<file path="src/rtl/tbt_pkg.sv">
package tbt_pkg;

    localparam int ADDR_W   = 4;
    localparam int N_COUNTS = 2;

    // Host address map: per-instance registers sit at base + index.
    localparam logic [ADDR_W-1:0] A_LOAD0 = 4'h0;
    localparam logic [ADDR_W-1:0] A_CCTL0 = 4'h2;
    localparam logic [ADDR_W-1:0] A_SNAP  = 4'h4;
    localparam logic [ADDR_W-1:0] A_ACFG0 = 4'h5;
    localparam logic [ADDR_W-1:0] A_TGT0  = 4'h8;
    localparam logic [ADDR_W-1:0] A_PER0  = 4'hC;

    typedef enum logic {
        MODE_TARGET = 1'b0,
        MODE_PERIOD = 1'b1
    } alarm_mode_e;

    // Bit 2: counter select, bit 1: mode, bit 0: enable.
    typedef struct packed {
        logic        sel;
        alarm_mode_e mode;
        logic        en;
    } alarm_cfg_t;

    // Bit 1: halt-sensitive, bit 0: run.
    typedef struct packed {
        logic halt_sens;
        logic run;
    } cnt_ctl_t;

    function automatic logic reg_hit(logic [ADDR_W-1:0] addr,
                                     logic [ADDR_W-1:0] base, int idx);
        return addr == (base + ADDR_W'(idx));
    endfunction

endpackage

</file>
<file path="src/rtl/tbt_counter.sv">
module tbt_counter
    import tbt_pkg::*;
#(
    parameter int CNT_W = 52
) (
    input  logic             clk,
    input  logic             rst,
    input  logic             tick,
    input  logic             halt_in,
    input  logic             ctl_we,
    input  cnt_ctl_t         ctl_in,
    input  logic             load_we,
    input  logic [CNT_W-1:0] load_val,
    output logic [CNT_W-1:0] cnt_o,
    output logic             upd_o
);

    cnt_ctl_t         ctl_q;
    logic             pend_q;
    logic [CNT_W-1:0] ld_q;
    logic [CNT_W-1:0] cnt_q;
    logic             upd_q;
    logic             advance;

    assign advance = ctl_q.run && !(ctl_q.halt_sens && halt_in);

    always_ff @(posedge clk) begin
        if (rst) begin
            ctl_q  <= '0;
            pend_q <= 1'b0;
            ld_q   <= '0;
            cnt_q  <= '0;
            upd_q  <= 1'b0;
        end else begin
            upd_q <= 1'b0;
            if (ctl_we) ctl_q <= ctl_in;
            if (tick && pend_q) begin
                cnt_q <= ld_q;
                upd_q <= 1'b1;
            end else if (tick && advance) begin
                cnt_q <= cnt_q + 1'b1;
                upd_q <= 1'b1;
            end
            if (load_we) begin
                ld_q   <= load_val;
                pend_q <= 1'b1;
            end else if (tick) begin
                pend_q <= 1'b0;
            end
        end
    end

    assign cnt_o = cnt_q;
    assign upd_o = upd_q;

    // no movement without a tick
    a_r2_idle_hold: assert property (@(posedge clk) disable iff (rst)
        !tick |=> $stable(cnt_q));

    // a running, unblocked counter steps by one
    a_r2_single_step: assert property (@(posedge clk) disable iff (rst)
        tick && !pend_q && advance |=> cnt_q == $past(cnt_q) + CNT_W'(1));

    // halted counter holds through a tick
    a_r3_halt_hold: assert property (@(posedge clk) disable iff (rst)
        tick && !pend_q && ctl_q.halt_sens && halt_in |=> $stable(cnt_q));

    // staged value lands on the tick
    a_r4_load_apply: assert property (@(posedge clk) disable iff (rst)
        tick && pend_q |=> cnt_q == $past(ld_q));

endmodule

</file>
<file path="src/rtl/tbt_alarm.sv">
module tbt_alarm
    import tbt_pkg::*;
#(
    parameter int CNT_W = 52,
    parameter int PER_W = 26
) (
    input  logic             clk,
    input  logic             rst,
    input  logic             cfg_we,
    input  alarm_cfg_t       cfg_in,
    input  logic             tgt_we,
    input  logic [CNT_W-1:0] tgt_in,
    input  logic             per_we,
    input  logic [PER_W-1:0] per_in,
    input  logic [CNT_W-1:0] cnt_a,
    input  logic [CNT_W-1:0] cnt_b,
    input  logic [1:0]       upd,
    input  logic             irq_clr,
    output logic             irq_o
);

    alarm_cfg_t       cfg_q;
    logic [CNT_W-1:0] tgt_q;
    logic [PER_W-1:0] per_q;
    logic             irq_q;
    logic [CNT_W-1:0] cnt_sel;
    logic             hit;

    assign cnt_sel = cfg_q.sel ? cnt_b : cnt_a;
    assign hit     = cfg_q.en && upd[cfg_q.sel] && (cnt_sel == tgt_q);

    always_ff @(posedge clk) begin
        if (rst) begin
            cfg_q <= '0;
            tgt_q <= '0;
            per_q <= '0;
            irq_q <= 1'b0;
        end else begin
            if (cfg_we)
                cfg_q <= cfg_in;
            else if (hit && cfg_q.mode == MODE_TARGET)
                cfg_q.en <= 1'b0;
            if (tgt_we)
                tgt_q <= tgt_in;
            else if (hit && cfg_q.mode == MODE_PERIOD)
                tgt_q <= tgt_q + CNT_W'(per_q);
            if (per_we) per_q <= per_in;
            irq_q <= hit | (irq_q & ~irq_clr);
        end
    end

    assign irq_o = irq_q;

    // level stays up until cleared
    a_r10_sticky: assert property (@(posedge clk) disable iff (rst)
        irq_q && !irq_clr |=> irq_q);

    // a hit beats a concurrent clear
    a_r10_set_wins: assert property (@(posedge clk) disable iff (rst)
        hit |=> irq_q);

    // disabled comparator stays quiet
    a_r11_disabled_quiet: assert property (@(posedge clk) disable iff (rst)
        !cfg_q.en && !irq_q |=> !irq_q);

    // one-shot disarms after its hit
    a_r6_disarm: assert property (@(posedge clk) disable iff (rst)
        hit && cfg_q.mode == MODE_TARGET && !cfg_we |=> !cfg_q.en);

    // periodic target advances by the period
    a_r8_period_step: assert property (@(posedge clk) disable iff (rst)
        hit && cfg_q.mode == MODE_PERIOD && !tgt_we
        |=> tgt_q == $past(tgt_q) + CNT_W'($past(per_q)));

endmodule

</file>
<file path="src/rtl/tbase_timer.sv">
module tbase_timer
    import tbt_pkg::*;
#(
    parameter int CNT_W = 52,
    parameter int PER_W = 26,
    parameter int N_CMP = 3
) (
    input  logic              clk,
    input  logic              rst,
    input  logic              tick,
    input  logic              halt_in,
    input  logic              host_we,
    input  logic [3:0]        host_addr,
    input  logic [CNT_W-1:0]  host_wdata,
    input  logic [N_CMP-1:0]  irq_clr,
    output logic [CNT_W-1:0]  snap_val,
    output logic [N_CMP-1:0]  irq
);

    logic [CNT_W-1:0] cnt_v [N_COUNTS];
    logic [1:0]       upd_v;
    logic [CNT_W-1:0] snap_q;
    logic             snap_we;

    generate
        for (genvar c = 0; c < N_COUNTS; c++) begin : g_cnt
            tbt_counter #(.CNT_W(CNT_W)) u_cnt (
                .clk     (clk),
                .rst     (rst),
                .tick    (tick),
                .halt_in (halt_in),
                .ctl_we  (host_we && reg_hit(host_addr, A_CCTL0, c)),
                .ctl_in  (cnt_ctl_t'(host_wdata[1:0])),
                .load_we (host_we && reg_hit(host_addr, A_LOAD0, c)),
                .load_val(host_wdata),
                .cnt_o   (cnt_v[c]),
                .upd_o   (upd_v[c])
            );
        end

        for (genvar k = 0; k < N_CMP; k++) begin : g_alm
            tbt_alarm #(.CNT_W(CNT_W), .PER_W(PER_W)) u_alm (
                .clk    (clk),
                .rst    (rst),
                .cfg_we (host_we && reg_hit(host_addr, A_ACFG0, k)),
                .cfg_in (alarm_cfg_t'(host_wdata[2:0])),
                .tgt_we (host_we && reg_hit(host_addr, A_TGT0, k)),
                .tgt_in (host_wdata),
                .per_we (host_we && reg_hit(host_addr, A_PER0, k)),
                .per_in (host_wdata[PER_W-1:0]),
                .cnt_a  (cnt_v[0]),
                .cnt_b  (cnt_v[1]),
                .upd    (upd_v),
                .irq_clr(irq_clr[k]),
                .irq_o  (irq[k])
            );
        end
    endgenerate

    assign snap_we = host_we && (host_addr == A_SNAP);

    always_ff @(posedge clk) begin
        if (rst)
            snap_q <= '0;
        else if (snap_we)
            snap_q <= cnt_v[host_wdata[0]];
    end

    assign snap_val = snap_q;

    // snapshot only moves on a snapshot write
    a_r5_snap_stable: assert property (@(posedge clk) disable iff (rst)
        !snap_we |=> $stable(snap_q));

endmodule

</file>
<file path="config.mk">
export PLATFORM = sky130hd
export DESIGN_NAME = tbase_timer
export DESIGN_NICKNAME = d
export VERILOG_FILES = /design/src/rtl/tbt_pkg.sv /design/src/rtl/tbt_counter.sv /design/src/rtl/tbt_alarm.sv /design/src/rtl/tbase_timer.sv
export SDC_FILE = /design/constraint.sdc
export NUM_CORES = 2
export LEC_CHECK = 0
export ABC_AREA = 0
export CORE_ASPECT_RATIO = 2
export CORE_MARGIN = 4
export CORE_UTILIZATION = 62
export CTS_CLUSTER_SIZE = 12
export DETAILED_ROUTE_END_ITERATION = 8
export PLACE_DENSITY = 0.81
export SYNTH_ARGS = -nofsm -noshare
export SYNTH_HDL_FRONTEND = slang
export SYNTH_SLANG_ARGS = --single-unit
</file>
<file path="constraint.sdc">
create_clock -name clk -period 4.2 [get_ports clk]
set_input_delay 1.26 -clock clk [delete_from_list [all_inputs] [get_ports clk]]
set_output_delay 1.26 -clock clk [all_outputs]
set_load 0.01 [all_outputs]
</file>
# Word level (Yosys, flattened, before mapping)
# Index checks and enable logic that the tools add are counted.
[classes]
addsub = 5
n_mul = 0
order_cmp = 4
shift = 0
n_mux = 35
n_bitwise = 13
n_reduce_logical = 47
n_div = 0
eq_ne = 16
[op_table]
columns = ["operator", "n"]
rows = [
  ["$mux W52", 16],
  ["$add A52 B26 Y52", 3],
  ["$eq A52 B52 Y1", 3],
  ["$add A52 B1 Y52 const B", 2],
  ["$logic_and A1 B1 Y1", 34],
  ["$eq A4 B4 Y1 const B", 6],
  ["$reduce_bool A2 Y1", 10],
  ["$mux W1", 19],
  ["$eq A4 B3 Y1 const B", 4],
  ["$eq A4 B2 Y1 const B", 2],
  ["$lt A1 B2 Y1 const B", 3],
  ["$not A1 Y1", 6],
  ["$eq A4 B1 Y1 const B", 1],
  ["$logic_not A4 Y1", 1],
  ["$and A1 B1 Y1", 3],
  ["$or A1 B1 Y1", 3],
  ["$ge A2 B2 Y1 const B", 1],
  ["$logic_not A1 Y1", 2],
  ["$not A1 Y2", 1],
]
[totals]
output_inout_bits = 55
word_cells = 151
register_bits = 514
romBits = 0
mem_bits_rw = 0
n_memories = 0
latch_bits = 0

# Logic depth before layout (Yosys ltp)
[logic_depth]
word_depth = 7
depth_mapped = 14
mapped_depth_nobuf = 13

# By module
# Synthesis repeated with hierarchy kept, for this count alone.
[hier_totals]
hier_cells = 3654
hier_area_um2 = 31458.9
[by_module_without_submodules]
columns = ["mod", "instances", "cells_per_inst", "area_per_inst_um2"]
rows = [
  ["tbt_alarm at g_alm[0].u_alm ...", 2, 742, 6098.3],
  ["tbt_counter", 2, 593, 5146.2],
  ["tbt_alarm at g_alm[2].u_alm", 1, 723, 6062.1],
  ["tbase_timer", 1, 261, 2907.8],
]

# Worst setup path after synthesis
# No wires, ideal clock.
[synth_path]
kind = "in2reg"
from = "in tick"
to = "reg g_cnt[0].u_cnt.cnt_q[42]"
setup_ns = 0.086
path_slack_ns = 0.472
t_arrival_ns = 3.642
stages = 11
cell_sequence = "buf_2 > nand2_1 > a21oi_2 > nand2_1 > nor3_1 > nand3_1 > nor3_1 > nor2b_1 > nand4_1 > xor2_1 > a211oi_1"
[synth_between]
elab_chain_len = 2
word_cells_on_any_way = 4
cone_classes = "1 x mux; 3 x reduce/logical"
[synth_lines]
columns = ["element", "line", "source"]
rows = [
  ["from (decl)", "tbase_timer.sv:10", "input logic tick,"],
  ["$logic_and A1 B1 Y1 (on tied branches)", "tbt_counter.sv:37, tbt_counter.sv:40", ""],
  ["$mux W52 or $reduce_bool A2 Y1 (tied branches)", "n/a", ""],
  ["to (signal assigned)", "tbt_counter.sv:38", "cnt_q <= ld_q;"],
  ["to (signal assigned)", "tbt_counter.sv:41", "cnt_q <= cnt_q + 1'b1;"],
  ["to (decl)", "tbt_counter.sv:21", "logic [CNT_W-1:0] cnt_q;"],
]
# Several ways; a longest one is shown, not always the timed one.
# A chain may end at the register's enable or synchronous reset.

# Worst setup path in the final report
[layout_path]
from = "reg g_alm[1].u_alm.cfg_q[2] (netlist name)"
to = "reg g_alm[1].u_alm.tgt_q[51]"
[layout_between]
elab_chain_len = 6
word_cells_on_any_way = 8
cone_classes = "1 x eq/ne; 3 x mux; 4 x reduce/logical"
[layout_lines]
columns = ["element", "line", "source"]
rows = [
  ["from (decl)", "tbt_alarm.sv:22", "alarm_cfg_t cfg_q;"],
  ["from (signal assigned)", "tbt_alarm.sv:40", "cfg_q <= cfg_in;"],
  ["branches (longest 3 deep; another with $mux W52)", "n/a", ""],
  ["$logic_and A1 B1 Y1 *", "tbt_alarm.sv:30", "assign hit = cfg_q.en && upd[cfg_q.sel] && (cnt_sel == tgt_q);"],
  ["$logic_and A1 B1 Y1 *", "tbt_alarm.sv:45", "else if (hit && cfg_q.mode == MODE_PERIOD)"],
  ["$reduce_bool A2 Y1 (no source line) *", "n/a", ""],
  ["to (signal assigned)", "tbt_alarm.sv:44", "tgt_q <= tgt_in;"],
  ["to (signal assigned)", "tbt_alarm.sv:46", "tgt_q <= tgt_q + CNT_W'(per_q);"],
  ["to (decl)", "tbt_alarm.sv:23", "logic [CNT_W-1:0] tgt_q;"],
]
# Every way passes the cells marked *. The select of a mux whose other input is x is not followed.

==> metrics.txt <==
height of the die 318 um; most frequent cells in the layout nand2_1, dfxtp_1, nor2_1; DRC 0; Rel. slew slack 0.237; hpwl dp 84.5 mm; Synth area leader dfxtp_1; CP max stage cell mux2i_1; postcts setup bufs 0; register area share after synthesis 0.346; crit path kind flip-flop to flip-flop; Power Dens Cells 309 nW/um^2; number of clock sinks 514; Iteration-0 DRC Markers 3012; vias in the first global route 27800; top cells by area, synth dfxtp_1, mux2i_1, a211oi_1, xnor2_1, nand2_1; worst-path cell chain buf_12 -> mux2i_1 -> xnor2_1 -> nor4_1 -> nand4_1 -> nor4_2 -> nand2_2 -> or2_1 -> nor3_1 -> xnor2_1 -> a211oi_1; I/O Buffers 118; total gr overflow 0; measured slew at the worst slew-check pin 1.14 ns; initial antenna violation count 5; Synth Warn # 0; final setup fails 0; Crit path buffers/inverters 1; Fmax 247 MHz; CP max stage delay 0.89 ns; #FFs+latches synth 514; asr flop ratio synth 0; syn_nets 3861; Critical Path RT 4.73 ns; skew final 0.0326 ns; Final Hold Fails 0; All-Layer GR Usage 0.451; hold path cells 2; IO Count 119; clk root buf clkbuf_16; VDD IR max 0.340 mV; row cnt 113; Setup TNS 0 ns; Worst-Skew Late Latency 0.64 ns; initial core utilization 0.627; unrepaired setup endpoints after global routing no; Syn-to-layout area delta 10.9%; Pleak 11.6 nW; status completed; peak fanout along the critical path 33; Worst setup SP type flip-flop; Num CTS Buffers 50; CP top delay family simple AND/OR/NAND/NOR gates; type of the worst min-delay path flip-flop to flip-flop; Hold EP g_cnt[1].u_cnt.ld_q[10]$_SDFFE_PP0P_; hold path startpoint g_cnt[1].u_cnt.ld_q[10]$_SDFFE_PP0P_; GPL Wtd Cong 1.09; minimum clock period 4.05 ns; Yosys top cell area share 0.346; ys flop type dfxtp_1; Routed Antenna Nets 0; Synth cell types 77; maxcap violations 0; drt total wl 119 mm; via count 28800; critical path capture point type flip-flop; layout cell share with drive strength beyond 1 0.0588; RR Endpoint g_alm[1].u_alm.tgt_q[51]$_SDFFE_PP0P_; syn avg cell area 8.02 sq um; critical path depth 11; die width 163 um; critical path's most frequent cell xnor2_1; crit path DAT 4.57 ns; flop2flop setup slack 0.15 ns; clk buf depth 3; routed vias/inst 6.60; DRT Pass-1 Iters 6; Worst R2R Start g_alm[1].u_alm.cfg_q[2]$_SDFFE_PP0P_; DR WL/cell 27.3 um; die area 51800 sq um; Clock Pin Slew Worst Setup and Hold Paths 0.07 ns; H-tree Lvls 2; period utilization 0.963; Core Area 47500 sq um; largest net degree at the start of global routing 105; Cells after Synth 3714; max-slew violation count 0; r2r worst-path depth 11; most common cell after layout, fill and taps aside nand2_1; first-pass GRT wire length 176 mm; Post-Synthesis Cell Area 29800 sq um; CTS tree done; fin nets 3856; Overall Power 10.2 mW; number of flops mapped to enable cells by yosys 0
==> kinds of logic after synthesis <==
group                    count (synthesis)  synth area share
multiplexers                           260            0.0878
AO/OA/AOI/OAI                          811             0.177
flip-flops                             514             0.346
buffers and inverters                  320            0.0447
adder cells (fa/ha/maj)                 83            0.0356
AND/OR/NAND/NOR                       1380             0.207
XOR/XNOR                               346             0.102
==> synth_stat cells, types with 15 or more instances <==
cell type	count
nand2_1	533
dfxtp_1	514
nor2_1	438
a21oi_1	297
a211oi_1	282
mux2i_1	254
xnor2_1	230
clkbuf_1	213
xor2_1	116
nand3_1	88
ha_1	80
o21ai_0	63
nor3_1	53
and3_1	50
nor4_1	46
a21o_1	41
inv_1	41
nand4_1	37
or3_1	33
a311oi_1	32
clkbuf_2	24
nand2b_1	19
buf_1	15
==> sequential cells by signal, summed over array words and instances, names as in the netlist, 3 cells and up <==
register / count
g_alm.u_alm.irq_o: 3
snap_val: 52
g_alm.u_alm.tgt_q: 156
g_cnt.u_cnt.ld_q: 104
g_alm.u_alm.per_q: 78
g_cnt.u_cnt.cnt_o: 104
g_alm.u_alm.cfg_q: 9
g_cnt.u_cnt.ctl_q: 4
==> worst register-to-register path, delay by kind of cell, from the launching register on <==
kind                      cells  cell delay (ns)
muxes                         1             0.90
buffers and inverters         1             0.30
DFF                           1             0.51
AOI/OAI and AO/OA             1             0.24
and+or+nand+nor               6             1.76
xor gates and xnor gates      2             0.24
==> where the power goes <==
| group | internal (mW) | total [mW] | switching, mW |
|---|---|---|---|
| logic | 0.288 | 0.838 | 0.550 |
| clock network | 2.32 | 4.31 | 1.99 |
| registers | 4.95 | 5.06 | 0.112 |
==> layout make-up <==
type                            instances  area, sq um
Tap cell                              632          791
Multi-Input combinational cell       2880        18200
Clock buffer                           64         1410
Inverter                               41          154
Antenna cell                            5         12.5
Sequential cell                       514        10300
Fill cell                            4119        14500
Timing Repair Buffer                  222         2100
Clock inverter                          4         38.8
==> per-stage QoR <==
stage	hold WS [ns]	util	cells	worst slack [ns]	area, sq um
global placement	0.442	0.665	4289	0.171	31600
floorplan	0.437	-	3714	0.472	29800
global route	0.468	0.695	4357	0.0706	33000
CTS	0.455	0.695	4357	0.372	33000
detailed placement	0.447	0.665	4289	0.166	31600
finish	0.454	0.695	4362	0.154	33000
==> metal layers <==
| metal | global-route usage | up-vias | wire length [um] |
|---|---|---|---|
| met5 | 0 | - | 68 |
| met1 | 0.442 | 13400 | 36700 |
| met3 | 0.146 | 711 | 11800 |
| met2 | 0.707 | 1636 | 53200 |
| li1 | - | 13000 | - |
| met4 | 0.483 | 8 | 17200 |
==> how the worst max path moves through the flow <==
stage	endpoint	startpoint
floorplan	g_cnt[0].u_cnt.cnt_o[42]$_SDFFE_PP0P_	tick
global placement	g_cnt[0].u_cnt.cnt_o[42]$_SDFFE_PP0P_	tick
detailed placement	g_cnt[0].u_cnt.cnt_o[44]$_SDFFE_PP0P_	tick
CTS	g_alm[2].u_alm.tgt_q[32]$_SDFFE_PP0P_	g_alm[2].u_alm.tgt_q[0]$_SDFFE_PP0P_
global route	g_alm[1].u_alm.tgt_q[35]$_SDFFE_PP0P_	g_alm[1].u_alm.cfg_q[2]$_SDFFE_PP0P_
finish	g_alm[1].u_alm.tgt_q[51]$_SDFFE_PP0P_	g_alm[1].u_alm.cfg_q[2]$_SDFFE_PP0P_
==> timing repair <==
item / in CTS / in global routing
setup endpoints to repair: 0 / 4
hold buffers: 0 / 0
resized for setup: 0 / 2
No activity file was read; power rests on OpenSTA's default activity.
